`config.mk`:
```
export PLATFORM = sky130hd
export DESIGN_NAME = gfx_array_mul
export DESIGN_NICKNAME = d
export VERILOG_FILES = /design/src/rtl/gfx_pkg.sv /design/src/rtl/gfx_mac_cell.sv /design/src/rtl/gfx_neg_digit.sv /design/src/rtl/gfx_row.sv /design/src/rtl/gfx_array_mul.sv
export SDC_FILE = /design/constraint.sdc
export NUM_CORES = 1
export LEC_CHECK = 0
export BUFFER_PORTS_ARGS = -buffer_cell sky130_fd_sc_hd__buf_4
export CAP_MARGIN = 15
export CORE_ASPECT_RATIO = 0.75
export CORE_UTILIZATION = 45
export DETAILED_ROUTE_END_ITERATION = 10
export PLACE_DENSITY_LB_ADDON = 0.1
export SETUP_SLACK_MARGIN = 0.4
export SYNTH_ARGS = -nofsm -noshare
export SYNTH_HDL_FRONTEND = slang
export SYNTH_SLANG_ARGS = --single-unit
```
`constraint.sdc`:
```
create_clock -name vclk -period 37.1
set_clock_uncertainty 0.1 [all_clocks]
set_input_delay 3.71 -clock vclk [all_inputs]
set_output_delay 3.71 -clock vclk [all_outputs]
set_load 0.1 [all_outputs]
```
`src/rtl/gfx_pkg.sv`:
```
`timescale 1ns/1ps
package gfx_pkg;
  // Width of one coefficient digit for characteristic d.
  function automatic int digit_bits(input int d);
    return (d < 3) ? 1 : $clog2(d);
  endfunction

  // Width that holds addend + two digit products without loss.
  function automatic int mac_bits(input int d);
    return 2 * digit_bits(d) + 2;
  endfunction
endpackage

```
`src/rtl/gfx_mac_cell.sv`:
```
`timescale 1ns/1ps
// One digit position: (acc + mx*my + rf*rp) mod d.
module gfx_mac_cell
  import gfx_pkg::*;
#(
  parameter int CHAR_D = 7,
  localparam int PW = digit_bits(CHAR_D)
) (
  input  logic [PW-1:0] acc_i,
  input  logic [PW-1:0] mx_i,
  input  logic [PW-1:0] my_i,
  input  logic [PW-1:0] rf_i,
  input  logic [PW-1:0] rp_i,
  output logic [PW-1:0] dig_o
);
  localparam int AW = mac_bits(CHAR_D);
  localparam logic [AW-1:0] MODV = AW'(CHAR_D);

  logic [AW-1:0] total;

  always_comb begin
    total = AW'(acc_i) + AW'(mx_i) * AW'(my_i) + AW'(rf_i) * AW'(rp_i);
    dig_o = PW'(total % MODV);
  end
endmodule

```
`src/rtl/gfx_neg_digit.sv`:
```
`timescale 1ns/1ps
// Additive inverse of a residue: (d - g) mod d, for g < d.
module gfx_neg_digit
  import gfx_pkg::*;
#(
  parameter int CHAR_D = 7,
  localparam int PW = digit_bits(CHAR_D)
) (
  input  logic [PW-1:0] g_i,
  output logic [PW-1:0] f_o
);
  localparam logic [PW-1:0] DV = PW'(CHAR_D);

  always_comb begin
    if (g_i == '0) f_o = '0;
    else           f_o = DV - g_i;
  end
endmodule

```
`src/rtl/gfx_row.sv`:
```
`timescale 1ns/1ps
// One row of the array: shift the running sum up one degree, add A*b_j,
// and cancel the digit that left degree m-1 using f times the modulus.
module gfx_row
  import gfx_pkg::*;
#(
  parameter int CHAR_D = 7,
  parameter int DEG_M  = 3,
  localparam int PW = digit_bits(CHAR_D),
  localparam int VW = DEG_M * PW
) (
  input  logic [VW-1:0] acc_i,
  input  logic [VW-1:0] a_i,
  input  logic [VW-1:0] poly_i,
  input  logic [PW-1:0] bdig_i,
  output logic [VW-1:0] acc_o
);
  logic [PW-1:0] top_dig;
  logic [PW-1:0] fold_f;

  assign top_dig = acc_i[(DEG_M-1)*PW +: PW];

  gfx_neg_digit #(.CHAR_D(CHAR_D)) u_neg (
    .g_i (top_dig),
    .f_o (fold_f)
  );

  for (genvar i = 0; i < DEG_M; i++) begin : g_cell
    logic [PW-1:0] shifted;
    if (i == 0) begin : g_low
      assign shifted = '0;
    end else begin : g_up
      assign shifted = acc_i[(i-1)*PW +: PW];
    end

    gfx_mac_cell #(.CHAR_D(CHAR_D)) u_cell (
      .acc_i (shifted),
      .mx_i  (a_i[i*PW +: PW]),
      .my_i  (bdig_i),
      .rf_i  (fold_f),
      .rp_i  (poly_i[i*PW +: PW]),
      .dig_o (acc_o[i*PW +: PW])
    );
  end
endmodule

```
`src/rtl/gfx_array_mul.sv`:
```
`timescale 1ns/1ps
// GF(CHAR_D^DEG_M) multiplier, polynomial basis, modulus x^DEG_M + POLY_LO.
// Digit i holds the coefficient of x^i. Purely combinational.
module gfx_array_mul
  import gfx_pkg::*;
#(
  parameter int CHAR_D = 7,
  parameter int DEG_M  = 3,
  parameter logic [DEG_M*$clog2(CHAR_D)-1:0] POLY_LO = 9'd5
) (
  input  logic [DEG_M*$clog2(CHAR_D)-1:0] opnd_a,
  input  logic [DEG_M*$clog2(CHAR_D)-1:0] opnd_b,
  output logic [DEG_M*$clog2(CHAR_D)-1:0] prod
);
  localparam int PW = digit_bits(CHAR_D);
  localparam int VW = DEG_M * PW;

  logic [VW-1:0] chain [DEG_M+1];

  assign chain[0] = '0;

  // Row r consumes digit DEG_M-1-r of B, most significant first (Horner order).
  for (genvar r = 0; r < DEG_M; r++) begin : g_row
    gfx_row #(.CHAR_D(CHAR_D), .DEG_M(DEG_M)) u_row (
      .acc_i  (chain[r]),
      .a_i    (opnd_a),
      .poly_i (POLY_LO),
      .bdig_i (opnd_b[(DEG_M-1-r)*PW +: PW]),
      .acc_o  (chain[r+1])
    );
  end

  assign prod = chain[DEG_M];
endmodule

```
# Word-level counts from Yosys, hierarchy flattened
# Cells that the tools add are included.
op_classes:
  n_reduce_logical: 2
  n_mul: 11
  n_mux: 2
  n_div: 9
  add_sub_neg: 8
op_table:
  columns: ["cell", "count"]
  rows:
  - ["3-bit by 3-bit multiplier with 6-bit output", 9]
  - ["8-bit by 3-bit remainder unit with 8-bit output, second input constant", 6]
  - ["3-bit by 6-bit adder with 7-bit output", 4]
  - ["6-bit by 3-bit remainder unit with 8-bit output, second input constant", 3]
  - ["6-bit by 6-bit adder with 7-bit output", 2]
  - ["3-bit by 3-bit multiplier with 6-bit output, second input constant", 2]
  - ["3-bit logical NOT", 2]
  - ["3-bit 2-to-1 mux", 2]
  - ["3-bit subtractor, first input constant", 2]
word_totals:
  wordCells: 32
  regBits: 0
  output_inout_bits: 9

# Depth between registers and ports, before layout
# Gate-level depths: netlist of the first run.
depth:
  ltp_word: 9
  mapped_depth: 69

# Modules after synthesis
# A second synthesis of the first run with hierarchy kept.
hier_totals:
  hier_cells: 1573
  hier_area_um2: 12977.4
modules_own_cells:
  columns: ["module", "cells_per_inst", "instances", "area_each_um2"]
  rows:
  - ["gfx_mac_cell at g_row[0].u_row.g_cell[0].u_cell ...", 180, 3, 1514.0]
  - ["gfx_mac_cell at g_row[2].u_row.g_cell[0].u_cell ...", 180, 2, 1473.9]
  - ["gfx_mac_cell at g_row[2].u_row.g_cell[2].u_cell", 178, 1, 1440.1]
  - ["gfx_mac_cell at g_row[1].u_row.g_cell[1].u_cell", 162, 1, 1375.1]
  - ["gfx_mac_cell at g_row[1].u_row.g_cell[0].u_cell", 167, 1, 1336.3]
  - ["gfx_mac_cell at g_row[1].u_row.g_cell[2].u_cell", 152, 1, 1227.4]
  - ["gfx_neg_digit", 3, 3, 30.0]
  - ["gfx_row", 1, 3, 3.8]
  - ["gfx_array_mul", 2, 1, 7.5]

# Worst setup path after synthesis of the first run
# Ideal clock, no wire load.
synth_path:
  path_kind: "input to output"
  from: "in opnd_a[3]"
  to: "out prod[0]"
  arrival_time_ns: 17.953
  slack_ns: 15.337
  path_stages: 63
  required_ns: 33.290
  n_path_buf: 3
  path_cell_list: "clkbuf_1 nand2_1 fa_1 inv_1 ha_1 inv_1 fa_1 inv_1 ha_1 ha_1 clkbuf_1 a21oi_1 mux2_2 mux2_2 a211oi_2 nand3_1 xor2_1 ha_1 (+27 left out) a2111oi_2 fa_1 fa_1 inv_1 fa_1 nor2b_1 o21ai_0 a21oi_1 nor3b_1 o21ai_0 o31ai_1 ha_1 inv_1 o21ba_2 o21ai_0 ha_1 a21oi_1 xnor2_1"
synth_between:
  elab_chain_cells: 9
  word_cells_on_any_way: 10
synth_rtl:
  columns: ["element", "line", "rtl"]
  rows:
  - ["from (decl)", "gfx_array_mul.sv:11", "input logic [DEG_M*$clog2(CHAR_D)-1:0] opnd_a,"]
  - ["3-bit by 3-bit multiplier with 6-bit output (*)", "gfx_mac_cell.sv:22", "total = AW'(acc_i) + AW'(mx_i) * AW'(my_i) + AW'(rf_i) * AW'(rp_i);"]
  - ["6-bit by 3-bit remainder unit with 8-bit output (*)", "gfx_mac_cell.sv:23", "dig_o = PW'(total % MODV);"]
  - ["3-bit by 6-bit adder with 7-bit output (*)", "gfx_mac_cell.sv:22", null]
  - ["8-bit by 3-bit remainder unit with 8-bit output (*)", "gfx_mac_cell.sv:23", null]
  - ["3-bit subtractor or 3-bit logical NOT (tied branches)", "gfx_neg_digit.sv:16, gfx_neg_digit.sv:15", null]
  - ["3-bit 2-to-1 mux (*)", "gfx_neg_digit.sv:15", "if (g_i == '0) f_o = '0;"]
  - ["3-bit by 3-bit multiplier with 6-bit output (*)", "gfx_mac_cell.sv:22", null]
  - ["6-bit by 6-bit adder with 7-bit output (*)", "gfx_mac_cell.sv:22", null]
  - ["8-bit by 3-bit remainder unit with 8-bit output (*)", "gfx_mac_cell.sv:23", null]
  - ["to (decl)", "gfx_array_mul.sv:13", "output logic [DEG_M*$clog2(CHAR_D)-1:0] prod"]
# Mark *: on every way between the ends. The rest lies on a longest branch, timed or not.

# Worst setup path after layout of the first run
layout_path:
  from: "in opnd_a[3]"
  to: "out prod[1]"
# Same word-level chain as after synthesis.

==> results of run 1 <==
[per-stage QoR]
step           area [µm²]  instances  hold WS [ns]
3_3_place_gp         6720       1040          8.09
6_report             6720       1040          8.10
2_1_floorplan        6380        856          8.15
5_1_grt              6720       1040          8.15
3_5_place_dp         6720       1040          8.10
4_1_cts              6720       1040          8.10
[layer usage]
layer | up-vias | GRT usage | part of all wire
met5 | - | 0 | 0
met1 | 2902 | 0.288 | 0.50
met3 | 10 | 0.00687 | 0.043
li1 | 3147 | - | -
met2 | 155 | 0.349 | 0.45
met4 | 0 | 0.0151 | 0.0050
[worst min-delay path, stage by stage]
cell and delay (ns):
buf_4 0.15, and2_1 0.14, ha_1 0.17, xnor2_1 0.09, buf_4 0.23
[final cells by class]
cell class                      instances  area, µm²  area share
Inverter                               69        259      0.0385
Multi-Input combinational cell        769       6040       0.899
Tap cell                              175        219      0.0326
Timing Repair Buffer                   27        203      0.0302
[layout by cell type, fill, tap and decap left out, types with 17 or more instances in the layout]
cell	instances
a21o_1	26
a21oi_1	43
and2_1	65
buf_4	27
fa_1	30
ha_1	103
inv_1	69
nand2_1	82
nand3_1	20
nor2_1	52
nor3_1	17
o21ai_0	47
xnor2_1	34
[cells in the mapped netlist (4+ instances only)]
| master | instances | area [µm²] |
|---|---|---|
| a22oi_1 | 5 | 37.5 |
| and3_1 | 9 | 56.3 |
| a21o_1 | 26 | 195 |
| o21bai_1 | 7 | 52.6 |
| and2_1 | 65 | 407 |
| xor2_1 | 10 | 87.6 |
| mux2i_1 | 16 | 160 |
| a21oi_1 | 43 | 215 |
| nand3_1 | 20 | 100 |
| nor4_1 | 4 | 25.0 |
| buf_2 | 4 | 20.0 |
| clkbuf_1 | 12 | 45.0 |
| or2_2 | 8 | 50.1 |
| o21a_1 | 6 | 45.0 |
| nor2_1 | 52 | 195 |
| ha_1 | 103 | 1290 |
| maj3_1 | 4 | 40.0 |
| fa_1 | 30 | 601 |
| o211ai_1 | 12 | 90.1 |
| a31oi_1 | 9 | 56.3 |
| nor2b_1 | 8 | 50.1 |
| a211oi_1 | 9 | 67.6 |
| a211oi_2 | 4 | 50.1 |
| o21ai_0 | 47 | 235 |
| mux2_2 | 16 | 180 |
| inv_1 | 69 | 259 |
| a221oi_1 | 5 | 43.8 |
| o31ai_1 | 6 | 45.0 |
| nand2_1 | 82 | 308 |
| nor3b_1 | 4 | 30.0 |
| or3_1 | 9 | 56.3 |
| nor3_1 | 17 | 85.1 |
| nand2b_1 | 8 | 50.1 |
| a32o_1 | 4 | 40.0 |
| xnor2_1 | 34 | 298 |
| a21boi_0 | 6 | 45.0 |
| a211o_1 | 6 | 52.6 |
[logic make-up (layout without fill, tap and decap cells)]
family	count (synthesis)	after routing
compound gates	248	248
xor+xnor	44	44
fa+ha+maj	137	137
buf+inv	87	96
mux	33	33
simple gates	307	307
[worst max path at each step]
| stage | start | to | slack [ns] | cells after the start |
|---|---|---|---|---|
| 3_5_place_dp | opnd_a[3] | prod[1] | 14.87 | 64 |
| 5_1_grt | opnd_a[3] | prod[1] | 13.66 | 64 |
| 2_1_floorplan | opnd_a[3] | prod[0] | 15.34 | 63 |
| 4_1_cts | opnd_a[3] | prod[1] | 14.82 | 64 |
| 6_report | opnd_a[3] | prod[1] | 14.81 | 64 |
| 3_3_place_gp | opnd_a[3] | prod[1] | 15.58 | 64 |
==> metrics.cfg, run 1 <==
[place]
place.gp.congestion = 0.942
port_buffers = 27
dp_slack_ns = 14.87
dpl.hpwl_mm = 12.7

[timing]
fmax_mhz = 44.9
slew_headroom = 0.520
finalCritPeriodShare = 0.601
setup_viol = 0
fin_crit_ns = 22.29
finalMaxSlewViolations = 0
worstMarginPinSlew_ns = 0.714
tns_ns = 0
hold_viol = 0
rsz0062_at_grt = false
worst_slack_ns = 14.81

[worst_setup_path]
end_kind = output port
crit_required_ns = 33.29
cpMaxStageDelayCell = fa_1
critical_path_buf_inv_count = 9
crit_arrival_ns = 18.48
crit_top_cell = ha_1
cp_max_fo = 11
worstSetupPathType = in2out
cpPeakStageDelay_ns = 0.56
cp-start-kind = input port
crit_family = adder cells

[clocking]
post_cts_buffers = 0
cts_hold_buf = 0
cts_resized = 0

[outcome]
status = complete, no violations

[floorplanning]
core_region_area_um2 = 13800
pin_count = 27
die_area_um2 = 14700
die_y_um = 105
die_w_um = 140
std_cell_rows = 37
initial_core_util = 0.463

[logic_synthesis]
synth_top_family_by_area = adder cells
synth_xor_area_frac = 0.0604
synth_area_um2 = 6380
synth.mux.area_fraction = 0.0555
synth_fa_ha_area_frac = 0.302
synthSimpleGateAreaFrac = 0.249
syn_avg_cell_area_um2 = 7.46
synth.net_count = 1007
synth_cells = 856
ys_warn_count = 0
ys_seq_area_frac = 0
synth_compound_area_frac = 0.279
ys_types = 81

[global_routing]
antenna_found_initial = 0
grt.overflow.total = 0
grt_pass1_vias = 5749
grt.total_usage = 0.202
grt_max_degree = 17
grt_pass1_wl_mm = 25.7

[worst_hold_path]
hp-class = in2out
hold_end = prod[0]
worstHoldStart = opnd_b[0]
worstHoldPathCells = 5

[drt]
first_iter_violations = 378
via_per_inst = 5.98
ant_nets = 0
firstDrtPassIters = 5
wl_per_cell_um = 14.4
vias = 6214
drcViolationCount = 0
wirelength_mm = 14.9

[cells_and_area]
layout.nets = 1018
register_area_um2 = 0
syn_to_final_growth_pct = 5.29
final_core_util = 0.487
diodes = 0
n_fill_cell = 1378
drive_gt1_frac = 0.0879
seq_cell_count = 0
nClkBuffers = 0

[flow_run]
cap_viol_max_count = 0

Power of run 1 is left out: the tool's default activity adds up to more than one toggle a clock period on the data nets, which glitch-free logic cannot reach.
==> run 2: changes to the inputs <==
Clock period 37.1 ns to 19.59 ns, I/O delays scaled along.
==> run 2 against run 1 <==
Against the previous run: via count increased by 0.31%; critical endpoint unchanged; critical path depth increased by 1; flip-flop and latch count unchanged; first-iteration DRC count increased by 16%; sequential share of layout area unchanged; utilization increased by 0.36 points; non-clock buffer count unchanged; die area unchanged; clock-buffer cell count unchanged; setup slack got worse by 13 ns.
==> metrics.cfg, run 2 (synthesis gave the netlist of run 1 again) <==
[outcome]
status = complete, no violations

[timing]
finalMaxSlewViolations = 0  ; unchanged
setup_viol = 0  ; unchanged
fmax_mhz = 55.0
finalCritPeriodShare = 0.928
slew_headroom = 0.496  ; -0.0244
hold_viol = 0  ; unchanged
tns_ns = 0  ; unchanged
worst_slack_ns = 1.41  ; -13.40 ns
rsz0062_at_grt = false
worstMarginPinSlew_ns = 0.751  ; +0.0364 ns
fin_crit_ns = 18.18

[worst_setup_path]
crit_required_ns = 17.53  ; -15.76 ns
cpMaxStageDelayCell = fa_1
cp_max_fo = 11  ; unchanged
end_kind = output port
worstSetupPathType = in2out
cp-start-kind = input port
cpPeakStageDelay_ns = 0.57  ; about the same
crit_arrival_ns = 16.12  ; -2.36 ns
crit_top_cell = ha_1

[drt]
wl_per_cell_um = 14.4  ; +0.28%
drcViolationCount = 0  ; unchanged
ant_nets = 0  ; unchanged
first_iter_violations = 440  ; +16%
vias = 6233  ; +0.31%
firstDrtPassIters = 5  ; unchanged
wirelength_mm = 15.0  ; +0.28%
via_per_inst = 5.99  ; +0.31%

[cells_and_area]
register_area_um2 = 0  ; unchanged
diodes = 0  ; unchanged
drive_gt1_frac = 0.0948  ; +0.00694
syn_to_final_growth_pct = 6.08
final_area_um2 = 6770  ; +0.74%
final_cell_mix = ha_1, nand2_1, inv_1, and2_1, nor2_1
nClkBuffers = 0  ; unchanged
final_common_cell = ha_1
seq_cell_count = 0  ; unchanged
layout.nets = 1018  ; unchanged

[clocking]
cts_hold_buf = 0  ; unchanged

[floorplanning]
initial_core_util = 0.463  ; unchanged
pin_count = 27  ; unchanged
core_region_area_um2 = 13800  ; unchanged
std_cell_rows = 37  ; unchanged
die_w_um = 140  ; unchanged
die_area_um2 = 14700  ; unchanged
die_y_um = 105  ; unchanged

[global_routing]
grt_pass1_wl_mm = 25.8  ; +0.35%
antenna_found_initial = 0  ; unchanged
grt_pass1_vias = 5757  ; +0.14%
grt.total_usage = 0.202  ; +0.000495
grt_max_degree = 17  ; unchanged
grt.overflow.total = 0  ; unchanged

[flow_run]
cap_viol_max_count = 0  ; unchanged

[place]
dp_slack_ns = 0.895  ; -13.97 ns
placedInstanceArea_um2 = 6720  ; unchanged
dpl.hpwl_mm = 12.5  ; -1.3%
place.gp.congestion = 0.942  ; unchanged
port_buffers = 27  ; unchanged

[worst_hold_path]
worstHoldStart = opnd_b[0]
hp-class = in2out
worstHoldPathCells = 5  ; unchanged
hold_end = prod[0]

run 2: repair_timing:
item,in CTS,in global routing
gates resized for setup,0,9
hold endpoints to repair,0,0
setup endpoints to repair,0,3
setup buffers,0,0
run 2: critical path, delay by kind of cell:
kind            cells  cell delay, ns
mux                 4            1.29
xor+xnor            3            0.62
fa+ha+maj          19            5.82
buf+inv            10            0.95
simple gates       12            2.00
compound gates     17            3.44
run 2: cell type report:
cell class | count | area, µm²
well taps | 175 | 219
inverters | 69 | 259
multi-input cells | 769 | 6090
repair buffers | 27 | 203
fillers | 1342 | 7030
run 2: metrics by stage:
step / hold slack (ns) / util / instances
after floorplan: 4.65 / - / 856
after global placement: 4.59 / 0.487 / 1040
after detailed placement: 4.60 / 0.487 / 1040
after CTS: 4.61 / 0.487 / 1040
after global routing: 4.63 / 0.491 / 1040
final: 4.61 / 0.491 / 1040
run 2: worst max path at each step:
stage                   start  depth (start not counted)       to  slack, ns
global route        opnd_a[3]                         65  prod[1]       0.45
CTS                 opnd_a[3]                         64  prod[1]       0.86
global placement    opnd_a[3]                         64  prod[1]       1.57
floorplan           opnd_a[3]                         63  prod[0]       1.33
finish              opnd_a[3]                         65  prod[1]       1.41
detailed placement  opnd_a[3]                         64  prod[1]       0.90
run 2: routing by layer:
metal	vias to the layer above	global-route usage	routed length (µm)
met1	2919	0.292	7550
met3	7	0.00367	585
met5	-	0	0
met2	155	0.347	6810
met4	0	0.0183	44
li1	3152	-	-
Power of run 2 is left out for the same reason.
